$ cat config.mk
export PLATFORM = sky130hd
export DESIGN_NAME = bfx_breaker_fail
export DESIGN_NICKNAME = d
export VERILOG_FILES = /design/src/rtl/bfx_pkg.sv /design/src/rtl/bfx_trip_qual.sv /design/src/rtl/bfx_trip_ext.sv /design/src/rtl/bfx_fail_timer.sv /design/src/rtl/bfx_breaker_fail.sv
export SDC_FILE = /design/constraint.sdc
export NUM_CORES = 1
export LEC_CHECK = 0
export BUFFER_PORTS_ARGS = -buffer_cell sky130_fd_sc_hd__buf_2
export CAP_MARGIN = 20
export CORE_UTILIZATION = 50
export CTS_BUF_LIST = sky130_fd_sc_hd__clkbuf_8
export CTS_CLUSTER_SIZE = 16
export DETAILED_ROUTE_END_ITERATION = 12
export PLACE_DENSITY = 0.74
export SYNTH_ARGS = -nofsm -noshare
export SYNTH_HDL_FRONTEND = slang
export SYNTH_HIERARCHICAL = 1
export SYNTH_SLANG_ARGS = --single-unit
$ cat constraint.sdc
create_clock -name clk -period 2.4 [get_ports clk]
set_clock_uncertainty 0.2 [all_clocks]
set_input_delay 0.36 -clock clk [delete_from_list [all_inputs] [get_ports clk]]
set_output_delay 0.36 -clock clk [all_outputs]
set_load 0.02 [all_outputs]
$ cat src/rtl/bfx_pkg.sv
package bfx_pkg;

  // Saturating increment on an unsigned count.
  function automatic int unsigned sat_inc(input int unsigned v, input int unsigned vmax);
    return (v >= vmax) ? vmax : v + 1;
  endfunction

  // Decrement that stops at zero.
  function automatic int unsigned dec_floor(input int unsigned v);
    return (v == 0) ? 0 : v - 1;
  endfunction

endpackage

$ cat src/rtl/bfx_trip_qual.sv
module bfx_trip_qual #(
  parameter int QTR_SMP = 4
) (
  input  logic clk,
  input  logic rst,
  input  logic smp_stb,
  input  logic trip_in,
  output logic trip_q,
  output logic q_rise
);
  localparam int QW = $clog2(QTR_SMP + 1);
  localparam int unsigned QMAX = QTR_SMP;

  logic [QW-1:0] hold_cnt;
  logic          q_prev;

  always_ff @(posedge clk) begin
    if (rst) begin
      hold_cnt <= '0;
      q_prev   <= 1'b0;
    end else if (smp_stb) begin
      hold_cnt <= trip_in ? QW'(bfx_pkg::sat_inc(32'(hold_cnt), QMAX)) : '0;
      q_prev   <= trip_q;
    end
  end

  assign trip_q = (hold_cnt == QW'(QMAX));
  assign q_rise = trip_q & ~q_prev;
endmodule

$ cat src/rtl/bfx_trip_ext.sv
module bfx_trip_ext #(
  parameter int EXT_W = 8
) (
  input  logic             clk,
  input  logic             rst,
  input  logic             smp_stb,
  input  logic             trip_q,
  input  logic             q_rise,
  input  logic [EXT_W-1:0] ext_set,
  output logic             cap_evt,
  output logic             trip_ext
);
  logic [EXT_W-1:0] ext_cnt;

  assign cap_evt = smp_stb & q_rise & (ext_set != '0);

  always_ff @(posedge clk) begin
    if (rst) begin
      ext_cnt <= '0;
    end else if (cap_evt) begin
      ext_cnt <= ext_set;
    end else if (smp_stb) begin
      ext_cnt <= EXT_W'(bfx_pkg::dec_floor(32'(ext_cnt)));
    end
  end

  assign trip_ext = trip_q | (ext_cnt != '0);
endmodule

$ cat src/rtl/bfx_fail_timer.sv
module bfx_fail_timer #(
  parameter int BF_W = 8
) (
  input  logic            clk,
  input  logic            rst,
  input  logic            smp_stb,
  input  logic            trip_ext,
  input  logic            oc_pick,
  input  logic [BF_W-1:0] bf_set,
  output logic            run_cond,
  output logic            bf_timing,
  output logic            bf_out
);
  localparam int unsigned BF_MAX = (1 << BF_W) - 1;

  logic [BF_W-1:0] bf_cnt;
  logic [BF_W-1:0] bf_nxt;

  assign bf_timing = (bf_cnt != '0);
  assign run_cond  = trip_ext | (oc_pick & bf_timing);
  assign bf_nxt    = BF_W'(bfx_pkg::sat_inc(32'(bf_cnt), BF_MAX));

  always_ff @(posedge clk) begin
    if (rst) begin
      bf_cnt <= '0;
      bf_out <= 1'b0;
    end else if (smp_stb) begin
      if (run_cond) begin
        bf_cnt <= bf_nxt;
        bf_out <= bf_out | (bf_nxt >= bf_set);
      end else begin
        bf_cnt <= '0;
        bf_out <= 1'b0;
      end
    end
  end
endmodule

$ cat src/rtl/bfx_breaker_fail.sv
module bfx_breaker_fail #(
  parameter int QTR_SMP = 4,
  parameter int EXT_W   = 8,
  parameter int BF_W    = 8
) (
  input  logic             clk,
  input  logic             rst,
  input  logic             smp_stb,
  input  logic             trip_in,
  input  logic             oc_pick,
  input  logic [EXT_W-1:0] ext_set,
  input  logic [BF_W-1:0]  bf_set,
  output logic             trip_ext,
  output logic             bf_timing,
  output logic             bf_out
);
  logic trip_q;
  logic q_rise;
  logic cap_evt;
  logic run_cond;

  bfx_trip_qual #(.QTR_SMP(QTR_SMP)) u_qual (
    .clk(clk), .rst(rst), .smp_stb(smp_stb), .trip_in(trip_in),
    .trip_q(trip_q), .q_rise(q_rise)
  );

  bfx_trip_ext #(.EXT_W(EXT_W)) u_ext (
    .clk(clk), .rst(rst), .smp_stb(smp_stb), .trip_q(trip_q),
    .q_rise(q_rise), .ext_set(ext_set), .cap_evt(cap_evt),
    .trip_ext(trip_ext)
  );

  bfx_fail_timer #(.BF_W(BF_W)) u_timer (
    .clk(clk), .rst(rst), .smp_stb(smp_stb), .trip_ext(trip_ext),
    .oc_pick(oc_pick), .bf_set(bf_set), .run_cond(run_cond),
    .bf_timing(bf_timing), .bf_out(bf_out)
  );
endmodule

==> flow_summary.toml <==
[timing]
finalCriticalPeriod_ns = 2.41
finalMaxSlewViolations = 0
hold_viol_final = 0
fin_setup_tns_ns = -0.0259
setup_viol = 2
fmax_mhz = 414
worst_pin_slew_ns = 0.462
whs_ns = 0.156
slew-limit-headroom = 0.692
post-route-period-util = 1.01
rsz0062_at_grt = "true"
worst_slack_ns = -0.0140

[synth]
ys_types = 51
synth-main-ff-cell = "dfxtp_1"
synth_area_sq_um = 1620
synthCells = 202
synth_nets = 237
ys_seq_area_frac = 0.259
syn_area_per_cell_sq_um = 8.03
synth.largest_area_cell = "dfxtp_1"
yosys.area.top_type_share = 0.259
ys_ff_latch = 21
async_flop_share = 0
ys_top_cells_by_area = "dfxtp_1, ha_1, a21oi_1"
synth_edf_count = 0
yosysWarnings = 6

[placement]
place_inst = 284
dp_slack_ns = -0.104
place_congestion = 0.867
portBuffers = 23
place_hpwl_mm = 3.22

[critical_path]
cp-end-kind = "output pin"
critical_path_class = "reg -> out"
critical_path_arrival_ns = 1.85
critPathMaxFanout = 4
required_ns = 1.84
startpoint_type = "register"

[layout]
stdcell_count = 294
drive_above_1_share = 0.404
diodes = 0
final_util = 0.716
syn2layout_area_growth_pct = 34.9
final_nets = 286
n_fill_cell = 245

[cts]
cts_buffer_depth = 2
path_clk_slew_ns = 0.09
cts_hold_buf = 0
cts_root_buf = "clkbuf_8"
cts.sinks = 21
cts_tree = "built"
cts_buffers = 3
clk_latency_ns = 0.27
htreeDepth = 1

[power]
p_leak_uw = 0.000930
power.density_nw_per_um2 = 579
ir_drop_v = 0.000578

[detailed_routing]
post_drt_wl_per_cell_um = 15.5
route.detailed.drc = 0
dr.pass1.iters = 4
vias = 1741
wirelength_mm = 4.57
drtIter0Drc = 106
avgViaCountPerCell = 5.92
postRouteAntennaNets = 0

[outcome]
violations = "negative setup slack"
status = "finished, violations left"

[floorplanning]
die_area_sq_um = 3480
io_pins = 24
row_count = 20
die_y_um = 59.0
core_area_sq_um = 3050
die_w_um = 59.0
initial_core_util = 0.531

[run]
maxCapViolCount = 0

[global_routing]
antenna_found_initial = 0
grt_pass1_wl_mm = 7.00
grt_max_degree = 32
grtUsageTotal = 0.267
overflow = 0
grt_pass1_vias = 1591

[worst_hold_path]
hold_class = "in -> reg"
-- final timing paths --
kind | start | to | slack (ns) | cells after the start
setup / recovery | u_timer/bf_cnt[0] | bf_timing | -0.01 | 5
hold / removal | ext_set[7] | u_ext/ext_cnt[7] | 0.16 | 3
setup reg to reg | u_timer/bf_cnt[0] | u_timer/bf_out | -0.01 | 10
hold reg to reg | u_qual/q_prev | u_qual/q_prev | 0.27 | 2
-- kinds of logic (layout without fill, tap and decap cells) --
kind of cell | Yosys count | in the layout | synth area share
AOI/OAI and AO/OA | 54 | 54 | 0.223
muxes | 2 | 2 | 0.0208
xor gates and xnor gates | 3 | 3 | 0.0162
adders and majority gates | 14 | 14 | 0.108
and+or+nand+nor | 80 | 80 | 0.296
DFF | 21 | 21 | 0.259
buffers and inverters | 28 | 76 | 0.0764
-- layer usage --
layer,vias to the layer above,routed length [um],track usage,share of wire
met5,-,0,0,0
met4,0,105,0.0850,0.023
met3,14,259,0.0396,0.057
met2,70,2210,0.451,0.48
met1,821,1990,0.348,0.44
li1,836,-,-,-
-- placed cells by master, fill, tap and decap left out, drive strengths merged, types with 3 or more instances in the layout --
cell	n
a211oi	6
a21oi	14
a31oi	4
and2	5
buf	56
clkbuf	3
dfxtp	21
ha	14
inv	16
nand2	13
nand2b	9
nand3	7
nand4	3
nor2	10
nor2b	4
nor3	7
nor4	4
o21ai	10
o31a	3
or4	5
xnor2	3
-- state kept, by name, summed over array words and instances, names as in the netlist --
name	flops
u_qual/hold_cnt	3
u_timer/bf_out	1
u_ext/ext_cnt	8
u_timer/bf_cnt	8
u_qual/q_prev	1
-- power by group --
group / switching [uW] / internal [uW]
clock network: 138 / 118
logic: 285 / 306
registers: 36.3 / 383
-- layout make-up --
cell class                 instances  area (sq um)  share of cell area
clock buffer                       3          41.3              0.0189
clock inverter                     1          7.51             0.00343
inverter                          16          62.6              0.0286
multi-input combinational        153          1220               0.557
sequential                        21           430               0.197
tap                               44          55.1              0.0252
timing repair buffer              56           373               0.170
-- worst max-delay path, cell delays in order (launching register included) --
cell and delay, ns:
dfxtp_4 0.38, inv_4 0.07, ha_4 0.12, or4b_4 0.46, or4_4 0.43, buf_6 0.14
-- metrics by stage --
stage               cell area (sq um)  total power [uW]
floorplan                        1670               763
global placement                 1970               905
detailed placement               1970               922
CTS                              2080              1210
global route                     2190              1340
finish                           2190              1270
-- cell usage after synthesis, types with 2 or more instances --
master      n
a2111oi_0   2
a211oi_1    6
a21oi_1    14
a31oi_1     4
and2_1      5
and3_1      2
and4_1      2
buf_1       2
buf_2       3
buf_6       2
clkbuf_1    5
dfxtp_1    21
ha_1       14
inv_1      15
nand2_1    13
nand2b_1    9
nand3_1     7
nand4_1     3
nor2_1     10
nor2b_1     4
nor3_1      5
nor3_2      2
nor4_1      2
nor4_2      2
o211ai_1    2
o21a_1      2
o21ai_0    10
o311a_1     2
o31a_2      2
o32ai_1     2
or4_1       5
or4b_1      2
xnor2_1     3
-- what timing repair did --
item,4_1_cts,5_1_grt
gates resized for setup,11,21
hold endpoints to repair,0,0
setup endpoints to repair,2,10
pin swaps,7,9
setup buffers,5,2
(Power assumes the default switching activity.)
